## config.mk

```make
export PLATFORM = sky130hd
export DESIGN_NAME = gamma_pwl
export DESIGN_NICKNAME = d
export VERILOG_FILES = /design/src/rtl/gamma_pkg.sv /design/src/rtl/gamma_seg_dec.sv /design/src/rtl/gamma_coef_tab.sv /design/src/rtl/gamma_interp.sv /design/src/rtl/gamma_pwl.sv
export SDC_FILE = /design/constraint.sdc
export NUM_CORES = 2
export LEC_CHECK = 0
export ABC_AREA = 1
export ABC_CLOCK_PERIOD_IN_PS = 16900
export BUFFER_PORTS_ARGS = -buffer_cell sky130_fd_sc_hd__buf_4
export CORE_ASPECT_RATIO = 1.5
export CORE_MARGIN = 3
export CORE_UTILIZATION = 50
export CTS_BUF_LIST = sky130_fd_sc_hd__clkbuf_4
export CTS_CLUSTER_DIAMETER = 80
export DETAILED_ROUTE_END_ITERATION = 6
export GPL_ROUTABILITY_DRIVEN = 0
export PLACE_DENSITY = 0.7
export SYNTH_ARGS = -nofsm -noshare
export SYNTH_HDL_FRONTEND = slang
export SYNTH_SLANG_ARGS = --single-unit
```

## constraint.sdc

```tcl
create_clock -name clk_i -period 16.9 [get_ports clk_i]
set_input_delay 2.535 -clock clk_i [delete_from_list [all_inputs] [get_ports clk_i]]
set_output_delay 2.535 -clock clk_i [all_outputs]
set_load 0.005 [all_outputs]
```

## src/rtl/gamma_pkg.sv

```systemverilog
package gamma_pkg;
  localparam int PIX_W  = 12;
  localparam int NSEG   = 64;
  localparam int SEG_W  = $clog2(NSEG);
  localparam int COEF_W = 12;
  localparam int FRAC_W = 8;
  localparam int OFS_W  = 7;   // log2 of widest piece
  localparam int ENT_W  = 2 * COEF_W;
  localparam int PIX_MAX = (1 << PIX_W) - 1;

  function automatic int seg_lg(int i);
    if (i < 16) return 0;
    if (i < 36) return 2 + (i - 16) / 4;
    return 7;
  endfunction

  function automatic int seg_start(int i);
    if (i < 16) return i;
    if (i < 36) return (16 << ((i - 16) / 4)) + ((i - 16) % 4) * (4 << ((i - 16) / 4));
    return 512 + (i - 36) * 128;
  endfunction

  function automatic logic [31:0] coef_pack(int s_out, int e_out, int seg);
    int w;
    int slope;
    w = 1 << seg_lg(seg);
    slope = (w == 1) ? 0 : ((e_out - s_out) * 256) / (w - 1);
    return {4'b0, 12'(slope), 4'b0, 12'(s_out)};
  endfunction

  function automatic logic [ENT_W-1:0] ident_ent(int i);
    int slope;
    slope = (seg_lg(i) == 0) ? 0 : (1 << FRAC_W);
    return {COEF_W'(slope), COEF_W'(seg_start(i))};
  endfunction
endpackage

```

## src/rtl/gamma_seg_dec.sv

```systemverilog
module gamma_seg_dec
  import gamma_pkg::*;
(
  input  logic [PIX_W-1:0] code_i,
  output logic [SEG_W-1:0] seg_o,
  output logic [OFS_W-1:0] ofs_o
);
  logic [PIX_W-1:0] base;

  // priority on leading one: later (higher) levels override earlier ones
  always_comb begin
    seg_o = SEG_W'(code_i[3:0]);
    base  = code_i;
    for (int p = 4; p <= 8; p++) begin
      if ((code_i >> p) == PIX_W'(1)) begin
        seg_o = SEG_W'(16 + 4 * (p - 4)) + SEG_W'((code_i >> (p - 2)) & PIX_W'(3));
        base  = code_i & ~((PIX_W'(1) << (p - 2)) - PIX_W'(1));
      end
    end
    if (code_i[11:9] != 3'd0) begin
      seg_o = SEG_W'(32) + SEG_W'(code_i[11:7]);
      base  = {code_i[11:7], 7'd0};
    end
    ofs_o = OFS_W'(code_i - base);
  end
endmodule

```

## src/rtl/gamma_coef_tab.sv

```systemverilog
module gamma_coef_tab
  import gamma_pkg::*;
(
  input  logic              clk_i,
  input  logic              rst_ni,
  input  logic              we_i,
  input  logic [SEG_W-1:0]  widx_i,
  input  logic [31:0]       wdata_i,
  input  logic [SEG_W-1:0]  ridx_i,
  output logic [COEF_W-1:0] slope_o,
  output logic [COEF_W-1:0] base_o
);
  logic [ENT_W-1:0] tab_q [NSEG];
  logic unused_bits;
  assign unused_bits = ^{wdata_i[31:28], wdata_i[15:12]};

  for (genvar g = 0; g < NSEG; g++) begin : g_ent
    always_ff @(posedge clk_i or negedge rst_ni) begin
      if (!rst_ni)                           tab_q[g] <= ident_ent(g);
      else if (we_i && widx_i == SEG_W'(g)) tab_q[g] <= {wdata_i[27:16], wdata_i[11:0]};
    end
  end

  assign {slope_o, base_o} = tab_q[ridx_i];

  assert_wr_fields_R2: assert property (@(posedge clk_i) disable iff (!rst_ni)
    we_i |=> tab_q[$past(widx_i)] == {$past(wdata_i[27:16]), $past(wdata_i[11:0])});
endmodule

```

## src/rtl/gamma_interp.sv

```systemverilog
module gamma_interp
  import gamma_pkg::*;
(
  input  logic [OFS_W-1:0]  ofs_i,
  input  logic [COEF_W-1:0] slope_i,
  input  logic [COEF_W-1:0] base_i,
  output logic [PIX_W-1:0]  val_o
);
  localparam int PROD_W = OFS_W + COEF_W;
  localparam int SUM_W  = PROD_W + 1;

  logic [PROD_W-1:0] prod;
  logic [SUM_W-1:0]  sum;

  always_comb begin
    prod  = PROD_W'(ofs_i) * PROD_W'(slope_i);
    sum   = SUM_W'(base_i) + SUM_W'(prod >> FRAC_W);
    val_o = (sum > SUM_W'(PIX_MAX)) ? PIX_W'(PIX_MAX) : sum[PIX_W-1:0];
  end
endmodule

```

## src/rtl/gamma_pwl.sv

```systemverilog
module gamma_pwl
  import gamma_pkg::*;
(
  input  logic             clk_i,
  input  logic             rst_ni,
  input  logic             cfg_we_i,
  input  logic [5:0]       cfg_idx_i,
  input  logic [31:0]      cfg_wdata_i,
  input  logic             pix_valid_i,
  input  logic [11:0]      pix_i,
  output logic             pix_valid_o,
  output logic [11:0]      pix_o
);
  logic [SEG_W-1:0]  seg;
  logic [OFS_W-1:0]  ofs;
  logic [COEF_W-1:0] rd_slope, rd_base;
  logic              s1_v;
  logic [OFS_W-1:0]  s1_ofs;
  logic [COEF_W-1:0] s1_slope, s1_base;
  logic [PIX_W-1:0]  res;

  gamma_seg_dec u_dec (.code_i(pix_i), .seg_o(seg), .ofs_o(ofs));

  gamma_coef_tab u_tab (
    .clk_i, .rst_ni, .we_i(cfg_we_i), .widx_i(cfg_idx_i), .wdata_i(cfg_wdata_i),
    .ridx_i(seg), .slope_o(rd_slope), .base_o(rd_base)
  );

  always_ff @(posedge clk_i or negedge rst_ni) begin
    if (!rst_ni) begin
      s1_v <= 1'b0; s1_ofs <= '0; s1_slope <= '0; s1_base <= '0;
    end else begin
      s1_v <= pix_valid_i; s1_ofs <= ofs; s1_slope <= rd_slope; s1_base <= rd_base;
    end
  end

  gamma_interp u_int (.ofs_i(s1_ofs), .slope_i(s1_slope), .base_i(s1_base), .val_o(res));

  always_ff @(posedge clk_i or negedge rst_ni) begin
    if (!rst_ni) begin
      pix_valid_o <= 1'b0; pix_o <= '0;
    end else begin
      pix_valid_o <= s1_v; pix_o <= res;
    end
  end

  logic [1:0] since_rst;
  always_ff @(posedge clk_i or negedge rst_ni) begin
    if (!rst_ni)               since_rst <= '0;
    else if (since_rst != 2'd2) since_rst <= since_rst + 2'd1;
  end

  assert_seg_cover_R1: assert property (@(posedge clk_i) disable iff (!rst_ni)
    (seg_start(int'(seg)) + int'(ofs) == int'(pix_i)) && (int'(ofs) < (1 << seg_lg(int'(seg)))));
  assert_valid_lat_R6: assert property (@(posedge clk_i) disable iff (!rst_ni)
    (since_rst == 2'd2) |-> pix_valid_o == $past(pix_valid_i, 2));
  assert_out_floor_R4: assert property (@(posedge clk_i) disable iff (!rst_ni)
    (since_rst == 2'd2) |-> pix_o >= $past(s1_base));
  assert_flat_piece_R5: assert property (@(posedge clk_i) disable iff (!rst_ni)
    (s1_ofs == '0) |=> pix_o == $past(s1_base));
endmodule

```

# Yosys cells after proc, flatten, opt, wreduce, memory -nomap -nowiden
# Index checks and enable logic that the tools add are counted.
# op_classes
mux	16
reduce_logical	66
bitwise	1
mul	1
eq_ne	68
n_lt_le_gt_ge	2
add_sub_neg	8
# op_table
cell	count
$eq 6x6->1 const B	32
$bmux 24 s6	1
$eq 6x5->1 const B	16
$logic_and 1x1->1	64
$eq 6x4->1 const B	8
$mux 24	2
$mux 6	7
$add 5x2->6 const A	4
$eq 6x3->1 const B	4
$gt 20x12->1 const B	1
$mul 7x12->19	1
$add 12x11->13	1
$eq 6x1->1 const B	2
$eq 6x2->1 const B	2
$mux 12	1
$eq 8x1->1 const B	1
$eq 7x1->1 const B	1
$ge 7x7->1 const B	1
$mux 7	1
$not 6->7	1
$sub 7x7->7	1
$add 6x2->6 const A	1
$add 6x5->6 const A	1
$logic_not 6->1	1
other kinds (7)	7
# totals
elab_cells	232
in_bits	54
reg_bits	1581

# Logic depth before layout (Yosys ltp)
# depth
depth_word	11
mapped_depth	36

# Modules after synthesis
# Synthesis repeated with hierarchy kept, for this count alone.
# hier_totals
hier_cells	9454
hier_area_um2	74905.6
# by_module_without_submodules
mod	instances	seq_area_each_um2	area_per_inst_um2	cells_per_inst
gamma_coef_tab	1	38682.1	69740.6	8780
gamma_interp	1	0.0	3445.8	527
gamma_pwl	1	1126.1	1126.1	45
gamma_seg_dec	1	0.0	593.1	102

# Least setup slack after synthesis
# OpenSTA, ideal clock, no wires.
# synth_timing
kind	reg-to-reg
startpoint	register s1_ofs[3]
endpoint	register pix_o[10]
slack_ns	11.188
arrival_ns	5.570
stages_incl_launch_ff	35
setup_ns	0.142
n_path_buf	2
synth_period_minus_slack_ns	5.712
required_time_ns	16.758
path_cell_list	dfrtp_1 -> clkbuf_1 -> nand2_1 -> inv_1 -> fa_1 -> fa_1 -> fa_1 -> inv_1 -> fa_1 -> inv_1 -> ha_1 -> nand2_1 -> nor2_1 -> a211oi_1 -> nand2_1 -> nand2_1 -> nand2_1 -> nand2_1 -> nand2_1 -> xor2_1 -> ha_1 -> inv_1 -> nor2_1 -> o21ai_0 -> nand2_1 -> a21oi_1 -> o21ai_0 -> a21o_1 -> a21oi_1 -> o21ai_0 -> nand2_1 -> nand2_1 -> nand2_1 -> clkbuf_1 -> o21ai_0
# synth_via
elab_chain_len	4
# synth_rtl
element	line	source
start, declared	gamma_pwl.sv:18	logic [OFS_W-1:0] s1_ofs;
start signal, assigned	gamma_pwl.sv:33	s1_v <= pix_valid_i; s1_ofs <= ofs; s1_slope <= rd_slope; s1_base <= rd_base;
$mul 7x12->19 (*)	gamma_interp.sv:16	prod = PROD_W'(ofs_i) * PROD_W'(slope_i);
$add 12x11->13 (*)	gamma_interp.sv:17	sum = SUM_W'(base_i) + SUM_W'(prod >> FRAC_W);
$gt 20x12->1	gamma_interp.sv:18	val_o = (sum > SUM_W'(PIX_MAX)) ? PIX_W'(PIX_MAX) : sum[PIX_W-1:0];
$mux 12 (*)	gamma_interp.sv:18	
net res[10]	gamma_pwl.sv:20	logic [PIX_W-1:0] res;
end signal, assigned	gamma_pwl.sv:43	pix_valid_o <= s1_v; pix_o <= res;
end, declared	gamma_pwl.sv:12	output logic [11:0] pix_o
# Mark *: on every way through the listed nets, which the timed path passes. The rest lies on a longest branch.
# A chain may end at the register's enable or synchronous reset.

# Worst setup path in the final report
# layout_timing
startpoint	input port pix_i[10]
endpoint	register s1_base[0]
# layout_via
elab_chain_len	11
# layout_rtl
element	line	source
start, declared	gamma_pwl.sv:10	input logic [11:0] pix_i,
$eq 8x1->1	gamma_seg_dec.sv:15	if ((code_i >> p) == PIX_W'(1)) begin
$mux 6 (5 in a row)	gamma_seg_dec.sv:15	
$mux 6 (*)	gamma_seg_dec.sv:20	if (code_i[11:9] != 3'd0) begin
$not 6->7 (not written as such) (*)	gamma_coef_tab.sv:24	assign {slope_o, base_o} = tab_q[ridx_i];
$bmux 24 s6 (*)	gamma_coef_tab.sv:24	
$mux 24 (not written as such) (*) (2 in a row)	gamma_coef_tab.sv:24	
net rd_base[0]	gamma_pwl.sv:16	logic [COEF_W-1:0] rd_slope, rd_base;
end signal, assigned	gamma_pwl.sv:33	
end, declared	gamma_pwl.sv:19	logic [COEF_W-1:0] s1_slope, s1_base;
# Mark *: on every way through the listed nets, which the timed path passes. The rest lies on a longest branch. The select of a mux whose other input is x is not followed.

==> reports/qor.txt <==
dpl ws - 7.953 ns
critical path, cell by cell - buf_4 > inv_2 > nand2_2 > nor2_8 > inv_1 > buf_4 > nor2_1 > nor2_1 > nand2_1 > nand2_1 > nand2_8 > nand2_8 > inv_4 > buf_4 > buf_4 > nand2_1 > nand2_1 > nand2_1 > nand3_1 > nand3_1 > nand3_1 > nand3_1 > nand2_1
vias in the first global route - 66508
CTS tree - done
Setup WS post-layout - 9.244 ns
cell type with the largest total area after synthesis - dfrtp_1
FP Rows - 178
first-pass iteration count of the detailed router - 7
Mapped Avg Cell Area - 7.800 um2
Switching Fraction - 32.10%
number of synthesized flops with an enable pin - 0
top cell type's share of synthesized area - 43.44%
via count - 69273
status - completed
critical path's top delay family - simple AND/OR/NAND/NOR gates
post_cts resized - 0
total power draw - 0.01041 W
GRT Util Overall - 28.94%
Clock Latency Late Sink - 1.37 ns
Worst Setup EP - s1_base[0]
CTS sink cnt - 1581
Comb pwr share - 23.7%
Final ANT Viol Nets - 0
synthesized netlist cell count - 10230
Die Wd - 332.2 um
# DRC - 0
post-synth cell types - 36
IO Port Bufs - 58
Reg2Reg Depth - 32
synthesis-stage register bit count - 1581
top routing layer in use - met4
maxcap violations - 0
Met3 Wirelength - 19210 um
Switching Power - 0.003341 W
Sum Neg Setup Slack - 0 ns
RR Startpoint - s1_ofs[2]
PwrDens - 121.3 nW/um2
RSZ-0062 raised after global routing - no
slowest CP cell - inv_4
share of cells above drive strength 1 - 10.80%
cell with the most instances after synthesis - nand2_1
clock root buffer - clkbuf_4
met2 routed WL - 112500 um
startpoint types - input pin
GRT Residual Overflow - 0
Placed Area - 80650 um2
ys flop type - dfrtp_1
Slew Viols, Final - 0
Area contributors post-synth - dfrtp_1 43%, nand2_1 13%, nand3_1 10%
worst path required time - 18.20 ns
Area Overhead vs Synth - 7.562%
largest net degree at the start of global routing - 176
Initial Utilization - 50.60%
drt initial violations - 7847
fin area - 85820 um2
Worst Tran Pin Value - 1.274 ns
Tmin final - 7.656 ns
clock buffer depth - 4
Worst Path Max Fanout - 122
sequential cell area fraction in the yosys report - 49.89%
part of the power in registers - 44.4%
reg2reg setup slack - 10.61 ns
first-pass GRT wire length - 375900 um
I/O Pins - 67
final setup fails - 0
clock network power share - 31.8%
CTS Buf Count - 399
Net Count, Synth - 10388
R2R Path End - pix_o[10]
NumNets Final - 10115
crit path kind - in2reg
CP peak stage delay - 0.76 ns
H-tree depth - 5
type of the tightest min-delay check - reg2reg
Worst Skew - 0.1209 ns
Hold Fails Final Rpt - 0
Leakage Power - 41.43 nW
initial antenna violation count - 2
dpl hpwl - 133200 um
slew margin rel. - 15.06%
cell area after synthesis - 79790 um2
number of buffers inserted by hold repair at cts - 0
FFs w/ async S/R, synth - 100.0%
Setup crit start - pix_i[10]
Crit. End Element - flop
part of the cycle the worst path needs - 45.30%
WL per Instance - 19.40 um
Yosys Warn Count - 0
area of the die - 164500 um2
Util after Layout - 54.43%
worst vdd ir - 0.1278 mV
Core Region - 157700 um2
cell internal pwr - 0.007066 W
most used cell, CP - nand2_1
worst path arrival time - 8.95 ns
Clock Pin Slew Worst Setup and Hold Paths - 0.07 ns
synth cell count leaders - 2777 x nand2_1, 1596 x nand3_1, 1549 x o21ai_0, 1385 x dfrtp_1, 1140 x inv_1
M1 WL - 95250 um
Max Fclk - 130.6 MHz
WP buf/inv - 7
Die Y - 495.3 um
Vias/cell - 5.615
Setup Fix Bufs, Post-CTS - 0
WL final - 239400 um
Levels on crit path - 23
==> metrics by stage <==
stage | cells | hold slack [ns]
2_1_floorplan | 10230 | 0.3312
3_3_place_gp | 11626 | 0.3323
3_5_place_dp | 11626 | 0.3347
4_1_cts | 12334 | 0.3505
5_1_grt | 12337 | 0.3725
6_report | 12337 | 0.3490
==> placed cells by master, fill, tap and decap left out, types with 5 or more instances in the layout <==
cell type,synthesis,routed
buf_12,0,13
fa_1,50,50
xnor2_1,6,6
clkinv_2,0,8
nand3_1,1596,1595
nand2_1,2777,2776
nor2_1,37,36
dfstp_2,196,196
a21oi_1,22,22
ha_1,54,54
nand3b_1,480,480
inv_2,9,36
or2_2,5,5
buf_4,5,188
inv_1,1140,1115
clkbuf_4,0,634
xor2_1,14,14
dfrtp_1,1385,1385
clkinv_1,2,56
o21ai_0,1549,1549
==> cell type report <==
class                           instances  area [um2]
Inverter                             1151        4337
Antenna cell                            3       7.507
Clock inverter                         74       402.9
Tap cell                             2070        2590
Sequential cell                      1581       39810
Multi-Input combinational cell       6622       32220
Timing Repair Buffer                  202        1699
Fill cell                           14865       71860
Clock buffer                          634        4760
==> cells by family (layout without fill, tap and decap cells) <==
kind of cell / Yosys count / count (layout) / synth area share, %
AOI/OAI and AO/OA: 1580 / 1580 / 9.933
other: 0 / 3 / 0
adders and majority gates: 104 / 104 / 2.101
and+or+nand+nor: 4918 / 4918 / 28.00
buffers and inverters: 2027 / 2061 / 9.851
xor gates and xnor gates: 20 / 20 / 0.2195
DFF: 1581 / 1581 / 49.89
==> power by group through the flow <==
| stage | clock network, W | logic, W | registers (W) |
|---|---|---|---|
| 3_3_place_gp | 0 | 0.00239 | 0.00465 |
| 4_1_cts | 0.00339 | 0.00248 | 0.00461 |
| 5_1_grt | 0.00358 | 0.00286 | 0.00468 |
| 6_report | 0.00331 | 0.00247 | 0.00462 |
| 2_1_floorplan | 0 | 0.00185 | 0.00460 |
| 3_5_place_dp | 0 | 0.00247 | 0.00468 |
==> worst register-to-register path, delay by kind of cell (launching register included) <==
kind	cells	cell delay [ns]
buffers and inverters	4	0.27
adders and majority gates	6	2.54
and+or+nand+nor	13	1.26
xor gates and xnor gates	1	0.14
DFF	1	0.65
AOI/OAI and AO/OA	8	1.24
==> worst min-delay path by stage <==
stage / start / end / slack (ns) / depth (start not counted)
floorplan: s1_v / pix_valid_o / 0.33 / 0
global placement: s1_v / pix_valid_o / 0.33 / 0
detailed placement: s1_v / pix_valid_o / 0.33 / 0
CTS: s1_v / pix_valid_o / 0.35 / 0
global route: s1_v / pix_valid_o / 0.37 / 0
finish: s1_v / pix_valid_o / 0.35 / 0
==> state kept, by name, summed over array words and instances (netlist names) <==
| register | cells |
|---|---|
| pix_o | 12 |
| pix_valid_o | 1 |
| s1_base | 12 |
| s1_ofs | 7 |
| s1_slope | 12 |
| s1_v | 1 |
| u_tab.tab_q | 1536 |
==> per-layer routing <==
| metal | vias up | global-route usage (%) |
|---|---|---|
| li1 | 32377 | - |
| met1 | 33396 | 36.43 |
| met2 | 2948 | 47.56 |
| met3 | 552 | 5.311 |
| met4 | 0 | 15.61 |
| met5 | - | 0 |
Power figures use the tool's default switching activity.
